<file path="config.mk">
export PLATFORM = sky130hd
export DESIGN_NAME = pipe_burst_sram
export DESIGN_NICKNAME = d
export VERILOG_FILES = /design/src/rtl/psram_pkg.sv /design/src/rtl/psram_cmd.sv /design/src/rtl/psram_store.sv /design/src/rtl/pipe_burst_sram.sv
export SDC_FILE = /design/constraint.sdc
export NUM_CORES = 2
export LEC_CHECK = 0
export BUFFER_PORTS_ARGS = -buffer_cell sky130_fd_sc_hd__buf_4
export CORE_ASPECT_RATIO = 1.5
export CORE_MARGIN = 2
export CORE_UTILIZATION = 28
export CTS_CLUSTER_SIZE = 16
export DETAILED_ROUTE_END_ITERATION = 8
export MAX_ROUTING_LAYER = met4
export PLACE_DENSITY_LB_ADDON = 0.05
export SYNTH_ARGS = -nofsm -noshare
export SYNTH_HDL_FRONTEND = slang
export SYNTH_SLANG_ARGS = --single-unit
</file>
<file path="constraint.sdc">
create_clock -name clk -period 7 [get_ports clk]
set_input_delay 1.4 -clock clk [delete_from_list [all_inputs] [get_ports clk]]
set_output_delay 1.4 -clock clk [all_outputs]
set_load 0.05 [all_outputs]
</file>
<file path="src/rtl/psram_pkg.sv">
package psram_pkg;

    localparam int unsigned BEAT_W = 2;

    typedef enum logic [1:0] {
        OP_NONE  = 2'd0,
        OP_READ  = 2'd1,
        OP_WRITE = 2'd2
    } op_e;

    typedef struct packed {
        logic              active;
        op_e               op;
        logic [BEAT_W-1:0] start;
        logic [BEAT_W-1:0] cnt;
    } burst_t;

    function automatic logic [BEAT_W-1:0] beat_low(
        input logic              ilv,
        input logic [BEAT_W-1:0] start,
        input logic [BEAT_W-1:0] cnt
    );
        logic [BEAT_W-1:0] r;
        if (ilv) r = start ^ cnt;
        else     r = start + cnt;
        return r;
    endfunction

endpackage

</file>
<file path="src/rtl/psram_cmd.sv">
module psram_cmd
    import psram_pkg::*;
#(
    parameter int unsigned ADDR_W = 6,
    parameter int unsigned LANES  = 4
) (
    input  logic              clk,
    input  logic              rst,
    input  logic              acc,
    input  logic              load,
    input  logic              sel,
    input  logic              wr_n,
    input  logic [LANES-1:0]  lane_wr_n,
    input  logic [ADDR_W-1:0] addr,
    input  logic              ilv,
    output op_e               st_op,
    output logic [ADDR_W-1:0] st_addr,
    output logic [LANES-1:0]  st_bw_n
);
    localparam int unsigned HI_W = ADDR_W - BEAT_W;

    burst_t            burst;
    logic [HI_W-1:0]   blk;
    logic [BEAT_W-1:0] nxt_cnt;
    logic [BEAT_W-1:0] nxt_low;

    always_comb begin
        nxt_cnt = burst.cnt + 1'b1;
        nxt_low = beat_low(ilv, burst.start, nxt_cnt);
    end

    always_ff @(posedge clk) begin
        if (rst) begin
            burst   <= '0;
            blk     <= '0;
            st_op   <= OP_NONE;
            st_addr <= '0;
            st_bw_n <= '1;
        end else if (acc) begin
            if (load) begin
                if (sel) begin
                    st_op        <= wr_n ? OP_READ : OP_WRITE;
                    st_addr      <= addr;
                    st_bw_n      <= lane_wr_n;
                    burst.active <= 1'b1;
                    burst.op     <= wr_n ? OP_READ : OP_WRITE;
                    burst.start  <= addr[BEAT_W-1:0];
                    burst.cnt    <= '0;
                    blk          <= addr[ADDR_W-1:BEAT_W];
                end else begin
                    st_op        <= OP_NONE;
                    burst.active <= 1'b0;
                end
            end else if (burst.active) begin
                st_op     <= burst.op;
                st_addr   <= {blk, nxt_low};
                st_bw_n   <= lane_wr_n;
                burst.cnt <= nxt_cnt;
            end else begin
                st_op <= OP_NONE;
            end
        end
    end

endmodule

</file>
<file path="src/rtl/psram_store.sv">
module psram_store
    import psram_pkg::*;
#(
    parameter int unsigned ADDR_W = 6,
    parameter int unsigned LANES  = 4,
    parameter int unsigned LANE_W = 9
) (
    input  logic                    clk,
    input  logic                    rst,
    input  logic                    acc,
    input  op_e                     st_op,
    input  logic [ADDR_W-1:0]       st_addr,
    input  logic [LANES-1:0]        st_bw_n,
    input  logic [LANES*LANE_W-1:0] wdata,
    output logic [LANES*LANE_W-1:0] rdata,
    output logic                    rd_vld
);
    localparam int unsigned DEPTH = 1 << ADDR_W;

    logic do_wr;
    logic do_rd;

    always_comb begin
        do_wr = acc && (st_op == OP_WRITE);
        do_rd = acc && (st_op == OP_READ);
    end

    for (genvar k = 0; k < LANES; k++) begin : g_lane
        logic [LANE_W-1:0] mem [DEPTH];

        always_ff @(posedge clk) begin
            if (do_wr && !st_bw_n[k]) begin
                mem[st_addr] <= wdata[k*LANE_W +: LANE_W];
            end
        end

        always_ff @(posedge clk) begin
            if (rst) begin
                rdata[k*LANE_W +: LANE_W] <= '0;
            end else if (do_rd) begin
                rdata[k*LANE_W +: LANE_W] <= mem[st_addr];
            end
        end
    end

    always_ff @(posedge clk) begin
        if (rst)      rd_vld <= 1'b0;
        else if (acc) rd_vld <= do_rd;
    end

endmodule

</file>
<file path="src/rtl/pipe_burst_sram.sv">
module pipe_burst_sram
    import psram_pkg::*;
#(
    parameter  int unsigned ADDR_W = 6,
    parameter  int unsigned LANES  = 4,
    parameter  int unsigned LANE_W = 9,
    localparam int unsigned DATA_W = LANES * LANE_W
) (
    input  logic              clk,
    input  logic              rst,
    input  logic              clk_en_n,
    input  logic              sel1_n,
    input  logic              sel2,
    input  logic              sel3_n,
    input  logic              wr_n,
    input  logic              advance,
    input  logic [LANES-1:0]  lane_wr_n,
    input  logic [ADDR_W-1:0] addr,
    input  logic              ilv_mode,
    input  logic              oe_n,
    input  logic [DATA_W-1:0] wdata,
    output logic [DATA_W-1:0] rdata,
    output logic              rdata_drive
);
    logic              acc;
    logic              sel;
    op_e               st_op;
    logic [ADDR_W-1:0] st_addr;
    logic [LANES-1:0]  st_bw_n;
    logic              rd_vld;

    always_comb begin
        acc = !clk_en_n;
        sel = !sel1_n && sel2 && !sel3_n;
    end

    psram_cmd #(.ADDR_W(ADDR_W), .LANES(LANES)) u_cmd (
        .clk       (clk),
        .rst       (rst),
        .acc       (acc),
        .load      (!advance),
        .sel       (sel),
        .wr_n      (wr_n),
        .lane_wr_n (lane_wr_n),
        .addr      (addr),
        .ilv       (ilv_mode),
        .st_op     (st_op),
        .st_addr   (st_addr),
        .st_bw_n   (st_bw_n)
    );

    psram_store #(.ADDR_W(ADDR_W), .LANES(LANES), .LANE_W(LANE_W)) u_store (
        .clk     (clk),
        .rst     (rst),
        .acc     (acc),
        .st_op   (st_op),
        .st_addr (st_addr),
        .st_bw_n (st_bw_n),
        .wdata   (wdata),
        .rdata   (rdata),
        .rd_vld  (rd_vld)
    );

    assign rdata_drive = rd_vld && !oe_n;

endmodule

</file>
# Yosys cells after proc, flatten, opt, wreduce, memory -nomap -nowiden
# Memories as Yosys holds them, arrays and structs flattened. A register that Yosys moved wholly into a read port is not among the register bits.
# Cells that the tools add are included.
[classes]
add_sub_neg = 2
eq_ne = 3
muxes = 23
bitwise_logic = 3
reduce_logical = 21
[ops]
columns = ["operator", "n"]
rows = [
  ["$mux W6", 3],
  ["$mux W2", 8],
  ["$mux W4", 3],
  ["$logic_and A1 B1 Y1", 9],
  ["$mux W1", 9],
  ["$logic_not A1 Y1", 8],
  ["$reduce_and A3 Y1", 2],
  ["$add A2 B1 Y2 const B", 1],
  ["$add A2 B2 Y2", 1],
  ["$eq A2 B1 Y1 const B", 1],
  ["$eq A2 B2 Y1 const B", 1],
  ["$ne A2 B1 Y1 const B", 1],
  ["$not A1 Y1", 2],
  ["$reduce_and A2 Y1", 1],
  ["$reduce_bool A2 Y1", 1],
  ["$xor A2 B2 Y2", 1],
]
[totals]
reg_bits = 24
ramBits = 2304
word_cells = 65
n_memories = 4
[mem_list]
columns = ["name", "depth", "width", "rd", "rd_ports_with_merged_regs", "wr", "line_no", "source"]
rows = [
  ["u_store.g_lane[0].mem", 64, 9, 1, 1, 1, "psram_store.sv:29", "logic [LANE_W-1:0] mem [DEPTH];"],
  ["u_store.g_lane[1].mem", 64, 9, 1, 1, 1, "psram_store.sv:29", ""],
  ["u_store.g_lane[2].mem", 64, 9, 1, 1, 1, "psram_store.sv:29", ""],
  ["u_store.g_lane[3].mem", 64, 9, 1, 1, 1, "psram_store.sv:29", ""],
]

# Depth between registers and ports, before layout
[depth]
word_depth = 5
mapped_depth = 12

# Hierarchy
# A second synthesis with hierarchy kept.
[hier_totals]
cells_unflattened = 5184
area_unflattened_um2 = 92145.9
[modules_own_cells]
columns = ["mod", "instances", "cells_per_inst", "area_per_inst_um2", "seq_area_each_um2"]
rows = [
  ["psram_store", 1, 5065, 91096.1, 69927.1],
  ["psram_cmd", 1, 115, 1023.5, 460.4],
  ["pipe_burst_sram", 1, 4, 26.3, 0.0],
]

# Worst setup path before layout
# OpenSTA, ideal clock, no wires.
[synth_path]
path_type = "input-to-reg"
from = "input port clk_en_n"
to = "memory u_store.g_lane[2].mem[51][0] (enable)"
setup_time_ns = 0.387
t_arrival_ns = 3.227
required_ns = 6.613
slack_ns = 3.387
stages = 6
cell_sequence = "clkbuf_1 -> nor3b_1 -> nor2b_1 -> clkbuf_1 -> nand2_1 -> nor3_1"
[synth_between]
elab_chain_cells = 5
[synth_rtl]
columns = ["item", "line_no", "source"]
rows = [
  ["start, declared", "pipe_burst_sram.sv:11", "input logic clk_en_n,"],
  ["$logic_not A1 Y1", "pipe_burst_sram.sv:33", "acc = !clk_en_n;"],
  ["$logic_and A1 B1 Y1", "psram_store.sv:24", "do_wr = acc && (st_op == OP_WRITE);"],
  ["$logic_and A1 B1 Y1", "psram_store.sv:32", "if (do_wr && !st_bw_n[k]) begin"],
  ["$mux W1", "psram_store.sv:32", ""],
  ["$mux W1 (implied by the code)", "psram_store.sv:33", "mem[st_addr] <= wdata[k*LANE_W +: LANE_W];"],
  ["end, declared", "psram_store.sv:29", ""],
]
# No other way between the ends.

==> impl_metrics.tcl <==
set metrics [dict create \
    max-cap-violations 0 \
    area_growth_pct 14.5 \
    p_int_mw 23.0 \
    status "finished clean" \
    syn_inst 5262 \
    p_seq_share_pct 52.5 \
    clkPwrFrac_pct 44.2 \
    num_io_pins 93 \
    cts_tree "built" \
    fin_ws_ps 2620 \
    period_needed_ps 4380 \
    path_clk_slew_ps 60 \
    yosysSeqAreaShare_pct 76.5 \
    cts_resized 0 \
    drt-total-wl_mm 391 \
    clock_latency_ps 940 \
    hold_ws_ps 454 \
    drcViolationCount 0 \
    maxSlewViolCount 0 \
    grt_start_max_net_pins 78 \
    busiest_layer "met2" \
    die_y_um 706 \
    pwr-share-comb_pct 3.3 \
    swShare_pct 22.2 \
    die-area_um2 334000 \
    endpoint_kind "flop" \
    place_hpwl_mm 249 \
    synth_cell_type_count 82 \
    cts_sinks 2364 \
    worst_hold_path_type "flop to flop" \
    floorplan.rows 257 \
    ys_seq_elements 2364 \
    grt.met3_usage_pct 2.33 \
    synthArstFlopShare_pct 0 \
    power.density_nw_per_um2 281 \
    port_buffers 92 \
    setup_viol 0 \
    via_count 52500 \
    crit_path_start_kind "flop" \
    worstSetupPathType "flop to flop" \
    gp_congestion 0.819 \
    required_ps 7830 \
    final_area_um2 105000 \
    synth_edf_count 2304 \
    cts_buffer_depth 4 \
    grt_pass1_wl_mm 519 \
    grt_use_met2_pct 41.4 \
    dpl_cell_area_um2 97700 \
    core_area_um2 327000 \
    fp.dieW_um 472 \
    cts_made_buffers 247 \
    cts-root-buf "clkbuf_16" \
    p_leak_nw 31.5 \
    tns_ps 0 \
    crit_fanout 42 \
    viasPerCell 5.31 \
    cts_setup_buffers 0 \
    grt.met1_usage_pct 28.9 \
    antenna_found_initial 34 \
    grt_usage_pct 23.7 \
    cp.arrival_ps 5210 \
    fin_nets 5444 \
    hold_viol 0 \
    antenna_left 0 \
    netlist_area_um2 92100 \
    wire_per_inst_um 39.6 \
    pre_cts_ws_ps 2490 \
    mostFrequentLayoutCells "2,304 x edfxtp_1, 410 x nor2_1, 313 x a221oi_1, 253 x buf_4, 251 x clkbuf_16" \
    drive_gt1_share_pct 17.7 \
    htree_levels 4 \
    relSlewSlack_pct 5.65 \
    period_share_pct 62.6 \
    synth_nets 5319 \
    cts_hold_buffers 0 \
    max_freq_ghz 0.228 \
    start_util_pct 28.2 \
    synth-main-ff-cell "edfxtp_1" \
    grt_pass1_vias 53300 \
    rsz0062_at_grt "false" \
    ir_worst_vdd_v 0.000226 \
    globalRoute.totalOverflow 0 \
    p_switching_mw 6.57 \
    avgSynthCellArea_um2 17.5 \
    final_common_cell "edfxtp_1" \
    dr.pass1.iters 8 \
    worst_pin_slew_ps 1410 \
    drt_iter0_drc 5134 \
    fin_skew_ps 57.8 \
    power_mw 29.6 \
    synth-warning-count 0 \
]
==> per-stage QoR <==
stage                     utilization, %  cells
after detailed placement            29.9   9411
after CTS                           32.2   9860
after floorplan                        -   5262
after global placement              29.9   9409
after global routing                32.2   9864
final                               32.2   9875
==> final cells by class <==
type | count | area [um2]
Inverter | 4 | 32.5
Tap cell | 4273 | 5350
Clock inverter | 116 | 1010
Antenna cell | 15 | 37.5
Multi-Input combinational cell | 2498 | 19600
Clock buffer | 333 | 6670
Timing Repair Buffer | 272 | 2260
Sequential cell | 2364 | 70400
Fill cell | 31400 | 222000
==> flip-flops by register name, summed over array words and instances, names as in the netlist <==
| name | flops |
|---|---|
| u_cmd.blk | 4 |
| u_cmd.st_addr | 6 |
| u_store.rdata | 36 |
| u_cmd.st_op | 2 |
| u_store.g_lane.mem | 2304 |
| u_store.rd_vld | 1 |
| u_cmd.burst | 7 |
| u_cmd.st_bw_n | 4 |
==> critical path, cell delays in order (launching register included) <==
cell             delay [ps]
dfxtp_4                 730
buf_4                   710
and2_4                  850
buf_4                   540
a221oi_1                170
nor2_1                  140
o21a_1                  340
a2111oi_1               120
clkdlybuf4s18_2         310
a311oi_1                290
==> power groups by stage <==
stage	sequential, mW	combinational (mW)	clock (mW)
finish	15.5	0.987	13.1
global route	15.5	1.03	13.8
CTS	15.5	1.01	13.4
detailed placement	15.8	1.02	0
global placement	15.8	1.02	0
floorplan	15.8	0.349	0
==> layer usage <==
metal	share of wire [%]	up-vias
met3	4.0	458
met4	3.3	0
li1	-	21700
met5	0	-
met2	52	1741
met1	41	28500
==> path summary, 6_finish.rpt <==
check                           slack, ps  depth (start not counted)           endpoint        startpoint
worst max-delay path                 2620                          9  u_store.rdata[17]  u_cmd.st_addr[0]
worst max register to register       2620                          9  u_store.rdata[17]  u_cmd.st_addr[0]
worst min-delay path                  450                          2       u_cmd.blk[3]      u_cmd.blk[3]
worst min register to register        450                          2       u_cmd.blk[3]      u_cmd.blk[3]
==> cells in the mapped netlist (36+ instances only) <==
master,n,area share (%)
mux2i_1,234,2.5
a221oi_1,313,3.0
a31oi_1,36,0.24
a21oi_1,146,0.79
buf_1,36,0.15
a22oi_1,206,1.7
clkbuf_1,102,0.42
dfxtp_1,60,1.3
buf_2,155,0.84
mux2_2,197,2.4
o21ai_0,111,0.60
buf_4,66,0.54
nand2_1,209,0.85
edfxtp_1,2304,75
o22ai_1,116,0.79
mux4_2,132,3.2
nor2_1,420,1.7
==> cell families after synthesis <==
logic type	synth area share [%]
and+or+nand+nor	3.59
buffers and inverters	2.44
xor gates and xnor gates	0.0285
DFF	76.5
adders and majority gates	0.0136
AOI/OAI and AO/OA	9.28
muxes	8.21
(Power assumes the default switching activity.)
